===== src/rtl/adt_pkg.sv =====
package adt_pkg;
  typedef enum logic [2:0] {
    ST_IDLE  = 3'd0,
    ST_HI    = 3'd1,
    ST_DT_HL = 3'd2,
    ST_LO    = 3'd3,
    ST_DT_LH = 3'd4
  } adt_state_e;
endpackage


===== src/rtl/adt_dead_counter.sv =====
module adt_dead_counter #(
  parameter int DT_MAX = 50,
  localparam int CNT_W = $clog2(DT_MAX + 1)
) (
  input  logic             clk_i,
  input  logic             rst_ni,
  input  logic             clr_i,
  output logic [CNT_W-1:0] cnt_o
);
  localparam logic [CNT_W-1:0] MAX_C = CNT_W'(DT_MAX);

  // clear loads 1: the count equals dead cycles elapsed at the next edge
  always_ff @(posedge clk_i or negedge rst_ni) begin
    if (!rst_ni)           cnt_o <= '0;
    else if (clr_i)        cnt_o <= CNT_W'(1);
    else if (cnt_o < MAX_C) cnt_o <= cnt_o + 1'b1;
  end

  AST_CNT_SAT: assert property (@(posedge clk_i) disable iff (!rst_ni)
    cnt_o <= MAX_C);
endmodule


===== src/rtl/adt_hold_reg.sv =====
module adt_hold_reg #(
  parameter int DT_MAX = 50,
  parameter int BLANK  = 4,
  localparam int CNT_W = $clog2(DT_MAX + 1)
) (
  input  logic             clk_i,
  input  logic             rst_ni,
  input  logic             en_i,
  input  logic             ld_i,
  input  logic [CNT_W-1:0] val_i,
  output logic [CNT_W-1:0] held_o
);
  localparam logic [CNT_W-1:0] MAX_C = CNT_W'(DT_MAX);

  always_ff @(posedge clk_i or negedge rst_ni) begin
    if (!rst_ni)    held_o <= MAX_C;
    else if (!en_i) held_o <= MAX_C;
    else if (ld_i)  held_o <= val_i;
  end

  AST_HOLD_RANGE: assert property (@(posedge clk_i) disable iff (!rst_ni)
    (held_o >= CNT_W'(BLANK)) && (held_o <= MAX_C));
  AST_HOLD_DIS_MAX: assert property (@(posedge clk_i) disable iff (!rst_ni)
    !en_i |=> held_o == MAX_C);
endmodule


===== src/rtl/adt_phase_fsm.sv =====
module adt_phase_fsm
  import adt_pkg::*;
#(
  parameter int DT_MAX = 50,
  parameter int BLANK  = 4,
  localparam int CNT_W = $clog2(DT_MAX + 1)
) (
  input  logic             clk_i,
  input  logic             rst_ni,
  input  logic             en_i,
  input  logic             phase_i,
  input  logic             sw_low_i,
  input  logic [CNT_W-1:0] cnt_i,
  input  logic [CNT_W-1:0] held_i,
  output logic             cnt_clr_o,
  output logic             hold_ld_o,
  output logic             ho_o,
  output logic             lo_o
);
  localparam logic [CNT_W-1:0] MAX_C   = CNT_W'(DT_MAX);
  localparam logic [CNT_W-1:0] BLANK_C = CNT_W'(BLANK);

  adt_state_e state_q, state_d;
  logic       slew_ok;

  assign slew_ok = (sw_low_i && (cnt_i >= BLANK_C)) || (cnt_i >= MAX_C);

  always_comb begin
    state_d   = state_q;
    cnt_clr_o = 1'b0;
    hold_ld_o = 1'b0;
    if (!en_i) begin
      state_d = ST_IDLE;
    end else begin
      unique case (state_q)
        ST_IDLE:  if (!phase_i) state_d = ST_LO;
        ST_HI:    if (!phase_i) begin
                    state_d   = ST_DT_HL;
                    cnt_clr_o = 1'b1;
                  end
        ST_DT_HL: if (slew_ok) begin
                    state_d   = ST_LO;
                    hold_ld_o = 1'b1;
                  end
        ST_LO:    if (phase_i) begin
                    state_d   = ST_DT_LH;
                    cnt_clr_o = 1'b1;
                  end
        ST_DT_LH: if (cnt_i >= held_i) state_d = ST_HI;
        default:  state_d = ST_IDLE;
      endcase
    end
  end

  always_ff @(posedge clk_i or negedge rst_ni) begin
    if (!rst_ni) state_q <= ST_IDLE;
    else         state_q <= state_d;
  end

  assign ho_o = en_i && (state_q == ST_HI);
  assign lo_o = en_i && (state_q == ST_LO);

  AST_NO_OVERLAP: assert property (@(posedge clk_i) disable iff (!rst_ni)
    !(ho_o && lo_o));
  AST_HO_NEEDS_GAP: assert property (@(posedge clk_i) disable iff (!rst_ni)
    $rose(ho_o) |-> !$past(lo_o));
  AST_BLANK_REJECT: assert property (@(posedge clk_i) disable iff (!rst_ni)
    (state_q == ST_DT_HL && cnt_i < BLANK_C && en_i) |=> !lo_o);
  AST_MAX_FALLBACK: assert property (@(posedge clk_i) disable iff (!rst_ni)
    (state_q == ST_DT_HL && cnt_i >= MAX_C && en_i && $past(en_i)) |=> (lo_o || !en_i));
  AST_DIS_LOW: assert property (@(posedge clk_i) disable iff (!rst_ni)
    !en_i |-> (!ho_o && !lo_o));
endmodule


===== src/rtl/adt_ctrl.sv =====
module adt_ctrl #(
  parameter int DT_MAX = 50,
  parameter int BLANK  = 4
) (
  input  logic clk_i,
  input  logic rst_ni,
  input  logic en_i,
  input  logic phase_i,
  input  logic sw_low_i,
  output logic ho_o,
  output logic lo_o
);
  localparam int CNT_W = $clog2(DT_MAX + 1);

  logic [CNT_W-1:0] cnt, held;
  logic             cnt_clr, hold_ld;

  adt_dead_counter #(.DT_MAX(DT_MAX)) u_cnt (
    .clk_i (clk_i),
    .rst_ni(rst_ni),
    .clr_i (cnt_clr),
    .cnt_o (cnt)
  );

  adt_hold_reg #(.DT_MAX(DT_MAX), .BLANK(BLANK)) u_hold (
    .clk_i (clk_i),
    .rst_ni(rst_ni),
    .en_i  (en_i),
    .ld_i  (hold_ld),
    .val_i (cnt),
    .held_o(held)
  );

  adt_phase_fsm #(.DT_MAX(DT_MAX), .BLANK(BLANK)) u_fsm (
    .clk_i    (clk_i),
    .rst_ni   (rst_ni),
    .en_i     (en_i),
    .phase_i  (phase_i),
    .sw_low_i (sw_low_i),
    .cnt_i    (cnt),
    .held_i   (held),
    .cnt_clr_o(cnt_clr),
    .hold_ld_o(hold_ld),
    .ho_o     (ho_o),
    .lo_o     (lo_o)
  );
endmodule


===== config.mk =====
export PLATFORM = sky130hd
export DESIGN_NAME = adt_ctrl
export DESIGN_NICKNAME = d
export VERILOG_FILES = /design/src/rtl/adt_pkg.sv /design/src/rtl/adt_dead_counter.sv /design/src/rtl/adt_hold_reg.sv /design/src/rtl/adt_phase_fsm.sv /design/src/rtl/adt_ctrl.sv
export SDC_FILE = /design/constraint.sdc
export NUM_CORES = 1
export LEC_CHECK = 0
export ABC_CLOCK_PERIOD_IN_PS = 2060
export BUFFER_PORTS_ARGS = -buffer_cell sky130_fd_sc_hd__buf_2
export CORE_ASPECT_RATIO = 1.25
export CORE_MARGIN = 5
export CORE_UTILIZATION = 38
export DETAILED_ROUTE_END_ITERATION = 8
export PLACE_DENSITY = 0.6
export SETUP_SLACK_MARGIN = 0.15
export SYNTH_ARGS = -nofsm -noshare
export SYNTH_HDL_FRONTEND = slang
export SYNTH_HIERARCHICAL = 1
export SYNTH_SLANG_ARGS = --single-unit

===== constraint.sdc =====
create_clock -name clk_i -period 2.06 [get_ports clk_i]
set_clock_uncertainty 0.05 [all_clocks]
set_input_delay 0.515 -clock clk_i [delete_from_list [all_inputs] [get_ports clk_i]]
set_output_delay 0.515 -clock clk_i [all_outputs]
set_load 0.02 [all_outputs]

* Word level (Yosys, flattened, before mapping)
Cells that the tools add are included.
** Storage, ports and cells
- Bits of input ports :: 5
- Register bits :: 15
- Output and inout bits :: 2
** Operators by class
- Reductions and logical operators :: 7
- $lt $le $gt $ge :: 4
- Add/sub/neg operators :: 1
- Eq/ne operators :: 10
- Muxes and demuxes :: 18
** Operators by type and width (count)
- 6-bit 2-to-1 mux :: 4
- 3-bit 2-to-1 mux :: 6
- 3-bit one-hot mux with 5 select lines :: 1
- 3-bit inequality test (second input constant) :: 3
- 6-bit by 1-bit adder with 6-bit output (second input constant) :: 1
- 3-bit by 2-bit equality test with 1-bit output (second input constant) :: 2
- 6-bit by 3-bit greater-or-equal comparator with 1-bit output (second input constant) :: 1
- 6-bit greater-or-equal comparator :: 1
- 6-bit greater-or-equal comparator (second input constant) :: 1
- 6-bit < comparator (second input constant) :: 1
- 1-bit 2-to-1 mux :: 6
- 3-bit by 2-bit inequality test with 1-bit output (second input constant) :: 2
- 5-bit AND reduction :: 1
- 3-bit by 1-bit equality test with 1-bit output (second input constant) :: 1
- 3-bit equality test (second input constant) :: 1
- 1-bit logical AND :: 3
- 3-bit logical NOT :: 1
- 2-bit by 1-bit inequality test with 1-bit output (second input constant) :: 1
- 1-bit one-hot mux with 2 select lines :: 1
- 2-bit nonzero test :: 1
- 1-bit logical OR :: 1

* Longest topological paths before layout
Gate-level depths: netlist (run 1).
- Word-level depth :: 8
- Gate-level depth with buffers :: 6
- Depth with buffers taken out :: 6

* Hierarchy
The synthesis (run 1) kept the hierarchy.
** By module, submodules not included
- adt_phase_fsm :: area each 380.4 um2, seq. area each 75.1 um2, instances 1, cells each 48
- adt_dead_counter :: area each 306.5 um2, seq. area each 150.1 um2, instances 1, cells each 29
- adt_hold_reg :: area each 255.2 um2, seq. area each 153.9 um2, instances 1, cells each 19

* Worst setup path after synthesis (run 1)
OpenSTA, ideal clock, no wires.
- Path type :: flip-flop to flip-flop
- From :: register u_cnt.cnt_o[3]
- To :: register u_hold.held_o[3]
- Data arrival time :: 1365 ps
- Setup time :: 120 ps
- Cell stages (with the launch flop) :: 7
- Setup slack :: 524 ps
- Cell sequence :: dfrtp_1 nor4_1 nor3_1 and2_1 buf_6 mux2i_1 nor2b_1
** On the way
- Longest elaborated chain between the ends :: 7
** RTL lines
- start: declaration :: RTL line adt_dead_counter.sv:8 : output logic [CNT_W-1:0] cnt_o
- start signal: assignment :: RTL line adt_dead_counter.sv:16 : else if (cnt_o < MAX_C) cnt_o <= cnt_o + 1'b1;
- 6-bit by 3-bit greater-or-equal comparator with 1-bit output :: RTL line adt_phase_fsm.sv:26 : assign slew_ok = (sw_low_i && (cnt_i >= BLANK_C)) || (cnt_i >= MAX_C);
- 1-bit logical AND :: RTL line adt_phase_fsm.sv:26
- 1-bit logical OR (*) :: RTL line adt_phase_fsm.sv:26
- 1-bit 2-to-1 mux (*) :: RTL line adt_phase_fsm.sv:41 : ST_DT_HL: if (slew_ok) begin
- 1-bit 2-to-1 mux (*) :: RTL line adt_phase_fsm.sv:35 : unique case (state_q)
- 1-bit 2-to-1 mux (*) :: RTL line adt_phase_fsm.sv:32 : if (!en_i) begin
- via hold_ld :: RTL line adt_ctrl.sv:16 : logic cnt_clr, hold_ld;
- 2-bit by 1-bit inequality test with 1-bit output (no line) (*)
- end signal: assignment :: RTL line adt_hold_reg.sv:18 : else if (ld_i) held_o <= val_i;
- end: declaration :: RTL line adt_hold_reg.sv:11 : output logic [CNT_W-1:0] held_o
The timed path passes the listed nets; every way through them passes the cells marked *. The select of a mux whose other input is x is not followed.
A chain may end at the register's enable or synchronous reset.

* Worst setup path after layout (run 1)
- From :: register u_fsm.state_q[2]
- To :: output port lo_o
** On the way
- Longest elaborated chain between the ends :: 2
** RTL lines
- start: declaration :: RTL line adt_phase_fsm.sv:23 : adt_state_e state_q, state_d;
- start signal: assignment :: RTL line adt_phase_fsm.sv:57 : else state_q <= state_d;
- 3-bit by 2-bit equality test with 1-bit output :: RTL line adt_phase_fsm.sv:61 : assign lo_o = en_i && (state_q == ST_LO);
- 1-bit logical AND :: RTL line adt_phase_fsm.sv:61
- end: declaration :: RTL line adt_ctrl.sv:11 : output logic lo_o
No other way between the ends.

==> results.sh, run 1 <==
export IMPL_endpoint_kind="primary output"
export IMPL_dpl_cell_count=136
export IMPL_cts_clk_slew_worst_paths_ps=90
export IMPL_cts_resized=0
export IMPL_synth_top_area_share_pct=31.9
export IMPL_synthCells=96
export IMPL_ios=7
export IMPL_critPathKind="flop to primary output"
export IMPL_dr_max_layer_used="met4"
export IMPL_fin_nets=120
export IMPL_crit_start="u_fsm/state_q[2]"
export IMPL_synth_area_leader_cell="dfrtp_1"
export IMPL_vdd_drop_max_mv=0.402
export IMPL_root_buffer="clkbuf_4"
export IMPL_fin_util_pct=43.5
export IMPL_fin_cells=140
export IMPL_switchingPower_uw=464
export IMPL_grt_usage_pct=13.3
export IMPL_yosys_top_cells_area="dfrtp_1 32%, ha_1 9.3%, dfstp_2 8.4%"
export IMPL_grt_pass1_wl_mm=3.38
export IMPL_synth_nets=108
export IMPL_antenna_found_initial=0
export IMPL_rr_endpoint="u_fsm/state_q[0]"
export IMPL_r2r_cells=5
export IMPL_rows=20
export IMPL_first_global_vias=710
export IMPL_cp_num_cells=3
export IMPL_area_growth_pct=11.0
export IMPL_wl_met3_microns=29
export IMPL_critPathMaxFanout=6
export IMPL_rsz0062_at_grt="no"
export IMPL_drc_errors=0
export IMPL_portBuffers=6
export IMPL_worst_pin_slew_ps=421
export IMPL_yosys_cell_count_top_type="dfrtp_1"
export IMPL_tns_ps=0
export IMPL_start_kind="flop"
export IMPL_finalHoldViolCount=0
export IMPL_vias=739
export IMPL_critPathSlowestCell="dfrtp_1"
export IMPL_path_cells="nand2b_1, nor2_1, buf_2"
export IMPL_required_ps=1490
export IMPL_drv_cap=0
export IMPL_wl_met2_mm=1.03
export IMPL_synth_area_sq_um=942
export IMPL_max_freq_ghz=0.554
export IMPL_slew_violations=0
export IMPL_synth_edf_count=0
export IMPL_antenna_left=0
export IMPL_wire_per_inst_microns=14.2
export IMPL_synth_ff_type="dfrtp_1"
export IMPL_post_route_period_util_pct=87.6
export IMPL_via_per_inst=5.28
export IMPL_cts_buffer_depth=2
export IMPL_switching_share_pct=41.9
export IMPL_cts_sinks=15
export IMPL_clock_latency_ps=280
export IMPL_status="finished, final reports clean"
export IMPL_post_cts_buffers=0
export IMPL_core_sq_um=2400
export IMPL_cp_endpoint="lo_o"
export IMPL_power_mw=1.11
export IMPL_hp_class="primary input to async pin"
export IMPL_slew_headroom_pct=71.9
export IMPL_p_leak_nw=0.466
export IMPL_internal_power_uw=643
export IMPL_synthArstFlopShare_pct=100
export IMPL_synth_warnings=6
export IMPL_setup_viol=0
export IMPL_power_density_nw_per_um2=1060
export IMPL_die_area_sq_um=3580
export IMPL_die_x_microns=54.5
export IMPL_drt_pre_antenna_iters=4
export IMPL_cts_buffers=3
export IMPL_period_minus_slack_ps=1810
export IMPL_drt_wl_total_mm=1.99
export IMPL_ys_types=36
export IMPL_cts_hold_buffers=0
export IMPL_final_setup_worst_slack_ps=255
export IMPL_synthTopCellsByCount="12 x dfrtp_1, 7 x ha_1, 7 x nand2_1, 7 x nor2_1"
export IMPL_drive_gt1_share_pct=16.8
export IMPL_cp_top_family="flip-flops"
export IMPL_timing_rr_start="u_cnt/cnt_o[5]"
export IMPL_yosysSeqAreaShare_pct=40.2
export IMPL_overflow=0
export IMPL_p_seq_share_pct=48.9
export IMPL_dp_slack_ps=107
export IMPL_met1_length_microns=891
export IMPL_drtIter0Drc=10
export IMPL_start_util_pct=39.2
export IMPL_synth_seq_cells=15
export IMPL_rrSetupSlack_ps=270
export IMPL_dieHeight_microns=65.7
export IMPL_cp_num_buf_inv=1
export IMPL_gp_congestion=0.720
export IMPL_grt_start_max_net_pins=16
export IMPL_cpPeakStageDelay_ps=430
export IMPL_num_antenna_cells=0
export IMPL_cp_arrival_ps=1240
export IMPL_htreeDepth=1
export IMPL_power_frac_comb_pct=35.6
export IMPL_dp_hpwl_mm=1.47
export IMPL_cts_tree="yes"
export IMPL_clockPowerShare_pct=15.5
export IMPL_syn_avg_cell_area_sq_um=9.81
==> metal layers <==
metal | up-vias | track usage, %
li1 | 375 | -
met1 | 354 | 16.9
met2 | 6 | 21.3
met3 | 4 | 2.04
met4 | 0 | 6.54
met5 | - | 0
==> worst register-to-register path, cell delays in order, from the launching register on <==
cell	delay [ps]
dfrtp_1	600
ha_1	340
a21oi_1	160
nand3_1	90
a41oi_1	340
o21ai_2	110
==> stage by stage <==
step / hold slack [ps] / cell area, sq um
floorplan: 169 / 942
global placement: 395 / 1020
detailed placement: 396 / 1020
CTS: 80.2 / 1050
global route: 89.0 / 1050
finish: 74.6 / 1050
==> how the worst min path moves through the flow <==
| stage | to | slack (ps) | start | cells after the start |
|---|---|---|---|---|
| floorplan | u_cnt/cnt_o[0] | 170 | rst_ni | 0 |
| finish | u_fsm/state_q[0] | 70 | rst_ni | 1 |
| global placement | u_fsm/state_q[0] | 400 | rst_ni | 1 |
| global route | u_fsm/state_q[0] | 90 | rst_ni | 1 |
| CTS | u_fsm/state_q[0] | 80 | rst_ni | 1 |
| detailed placement | u_fsm/state_q[0] | 400 | rst_ni | 1 |
==> cells by family (layout without fill, tap and decap cells) <==
kind of cell / Yosys count / count (layout) / share of synthesized area [%]
fa+ha+maj: 7 / 7 / 9.30
mux: 6 / 6 / 6.37
xor+xnor: 2 / 2 / 1.86
compound gates: 21 / 21 / 16.1
simple gates: 37 / 37 / 22.0
buf+inv: 8 / 19 / 4.12
flops: 15 / 15 / 40.2
==> power by group through the flow <==
| stage | clock network (mW) | logic, mW | registers [mW] |
|---|---|---|---|
| after CTS | 0.178 | 0.394 | 0.540 |
| after global placement | 0 | 0.382 | 0.543 |
| final | 0.171 | 0.394 | 0.541 |
| after floorplan | 0 | 0.304 | 0.488 |
| after global routing | 0.188 | 0.456 | 0.558 |
| after detailed placement | 0 | 0.390 | 0.545 |
==> sequential cells by signal (all words and copies together) (netlist names) <==
| name | count |
|---|---|
| u_hold/held_o | 6 |
| u_cnt/cnt_o | 6 |
| u_fsm/state_q | 3 |
==> layout by cell type, fill, tap and decap left out, types with 2 or more instances in the layout <==
cell,synthesis,final
o21ai_0,2,2
o211ai_1,2,2
ha_1,7,7
nand3_1,2,2
nor4bb_1,2,2
buf_2,0,6
a31oi_1,2,2
dfrtp_1,12,12
a21oi_1,6,6
nor2b_1,4,4
mux2i_1,6,6
buf_4,0,3
nor2_1,7,7
dfstp_2,3,3
nand2_1,7,7
nor4_1,2,2
clkbuf_4,0,3
inv_1,6,6
nand3b_1,2,2
nand2b_1,4,4
nor3_1,2,2
==> layout make-up <==
| class | count | area, sq um |
|---|---|---|
| clock buffers | 4 | 26.3 |
| multi-input cells | 73 | 524 |
| well taps | 33 | 41.3 |
| flip-flops and latches | 15 | 379 |
| inverters | 6 | 22.5 |
| repair buffers | 9 | 52.6 |
| fillers | 243 | 1360 |
Power figures use the tool's default switching activity.
==> inputs of run 2 (changes only) <==
--- a/config.mk
+++ b/config.mk
@@ -11,6 +11,7 @@
 export CORE_MARGIN = 5
 export CORE_UTILIZATION = 38
 export DETAILED_ROUTE_END_ITERATION = 8
+export GPL_TIMING_DRIVEN = 0
 export PLACE_DENSITY = 0.6
 export SETUP_SLACK_MARGIN = 0.15
 export SYNTH_ARGS = -nofsm -noshare
==> run 2 against run 1 <==
Against the previous run:
- setup slack lost 3.8 ps
- register-to-register slack about the same
- count of clock-buffer cells in the layout did not move
- worst hold slack got worse by 1.1 ps
- non-clock buffer count down 1
- die area did not move
- sequential cell count is the same
- global-route usage shrank 0.57 points
- total power fell by 1.8%
- critical path depth unchanged
- sequential power shrank 0.7%
- critical endpoint unchanged
- highest routed layer unchanged
==> results.sh, run 2 (synthesis gave the netlist of run 1 again) <==
export IMPL_path_cells="nand2b_1, nor2_1, buf_2"
export IMPL_whs_ps=73.5
export IMPL_rsz0062_at_grt="no"
export IMPL_vias=744
export IMPL_worst_pin_slew_ps=428
export IMPL_area_growth_pct=10.5
export IMPL_start_util_pct=39.2
export IMPL_cpPeakStageDelay_ps=430
export IMPL_cts_clk_slew_worst_paths_ps=90
export IMPL_start_kind="flop"
export IMPL_antenna_found_initial=0
export IMPL_setup_viol=0
export IMPL_ios=7
export IMPL_endpoint_kind="primary output"
export IMPL_timing_rr_start="u_cnt/cnt_o[3]"
export IMPL_drive_gt1_share_pct=17.0
export IMPL_fin_cells=139
export IMPL_period_minus_slack_ps=1810
export IMPL_wire_per_inst_microns=13.7
export IMPL_rows=20
export IMPL_via_per_inst=5.35
export IMPL_internal_power_uw=628
export IMPL_r2r_cells=6
export IMPL_cts_hold_buffers=0
export IMPL_critPathKind="flop to primary output"
export IMPL_tns_ps=0
export IMPL_final_common_cell="dfrtp_1"
export IMPL_post_route_period_util_pct=87.8
export IMPL_rrSetupSlack_ps=270
export IMPL_gp_congestion=0.658
export IMPL_layout_common_cells="11 x dfrtp_1, 7 x nand2_1, 7 x nor2_1, 7 x ha_1"
export IMPL_grt_start_max_net_pins=16
export IMPL_final_setup_worst_slack_ps=251
export IMPL_num_antenna_cells=0
export IMPL_top_regs="u_cnt/cnt_o: 6 flops, u_hold/held_o: 6 flops, u_fsm/state_q: 3 flops"
export IMPL_first_global_vias=742
export IMPL_power_frac_comb_pct=35.0
export IMPL_power_mw=1.09
export IMPL_hp_class="primary input to async pin"
export IMPL_grt_pass1_wl_mm=3.27
export IMPL_die_x_microns=54.5
export IMPL_vdd_drop_max_mv=0.460
export IMPL_drc_errors=0
export IMPL_p_leak_nw=0.460
export IMPL_dpl_cell_count=135
export IMPL_cts_sinks=15
export IMPL_fin_util_pct=43.3
export IMPL_dieHeight_microns=65.7
export IMPL_overflow=0
export IMPL_power_density_nw_per_um2=1040
export IMPL_fin_nets=119
export IMPL_cts_buffer_depth=2
export IMPL_root_buffer="clkbuf_4"
export IMPL_rr_endpoint="u_hold/held_o[2]"
export IMPL_htreeDepth=1
export IMPL_drt_pre_antenna_iters=4
export IMPL_required_ps=1490
export IMPL_final_area_sq_um=1040
export IMPL_switching_share_pct=42.2
export IMPL_finalHoldViolCount=0
export IMPL_cp_arrival_ps=1240
export IMPL_slew_violations=0
export IMPL_drtIter0Drc=13
export IMPL_clockPowerShare_pct=15.6
export IMPL_switchingPower_uw=459
export IMPL_die_area_sq_um=3580
export IMPL_critPathSlowestCell="dfrtp_1"
export IMPL_slew_headroom_pct=71.4
export IMPL_clock_latency_ps=280
export IMPL_status="finished, final reports clean"
export IMPL_max_freq_ghz=0.553
export IMPL_drv_cap=0
export IMPL_core_sq_um=2400
export IMPL_cts_tree="yes"
export IMPL_p_seq_share_pct=49.4
export IMPL_antenna_left=0
export IMPL_cts_buffers=3
export IMPL_dp_hpwl_mm=1.41
export IMPL_dp_slack_ps=216
export IMPL_postPlaceCellArea_sq_um=1010
export IMPL_drt_wl_total_mm=1.90
export IMPL_grt_usage_pct=12.7
export IMPL_portBuffers=6
export IMPL_critPathMaxFanout=6
## run 2: cell count changes in the layout (fill, tap and decap cells not counted)
| cell | previous run | this run |
|---|---|---|
| buf_4 | 3 | 0 |
| buf_6 | 0 | 1 |
| clkbuf_2 | 0 | 1 |
| dfrtp_1 | 12 | 11 |
| dfrtp_2 | 0 | 1 |
## run 2: worst max path at each step
stage | startpoint | endpoint | slack, ps
floorplan | u_cnt/cnt_o[3] | u_hold/held_o[3] | 520
global placement | en_i | u_hold/held_o[2] | 240
detailed placement | en_i | u_hold/held_o[3] | 220
CTS | u_cnt/cnt_o[2] | u_fsm/state_q[0] | 220
global route | u_cnt/cnt_o[3] | u_hold/held_o[3] | 150
finish | u_fsm/state_q[2] | lo_o | 250
## run 2: layer usage
layer	global-route usage [%]	routed length, microns	vias to the layer above
li1	-	-	371
met1	15.3	855	361
met2	20.7	975	8
met3	2.04	30	4
met4	7.48	39	0
met5	0	0	-
## run 2: final cells by class
type                       instances  area, sq um
buffer                             2         16.3
clock buffer                       4         26.3
fill                             256         1360
inverter                           6         22.5
multi-input combinational         73          524
sequential                        15          380
tap                               33         41.3
timing repair buffer               6         30.0
## run 2: critical path, delay by kind of cell (launching register included)
| kind | cells | cell delay (ps) |
|---|---|---|
| simple gates | 2 | 350 |
| flops | 1 | 430 |
| buf+inv | 1 | 190 |
## run 2: repair_timing
action | CTS | global route
resized for setup | 0 | 1
buffers inserted | 0 | 0
endpoints found under the setup margin | 0 | 1
## run 2: power by group through the flow
stage,Combinational [mW],Sequential [mW],Clock (mW)
after floorplan,0.304,0.488,0
after global placement,0.361,0.533,0
after detailed placement,0.378,0.543,0
after CTS,0.384,0.536,0.174
after global routing,0.443,0.555,0.181
final,0.380,0.537,0.169
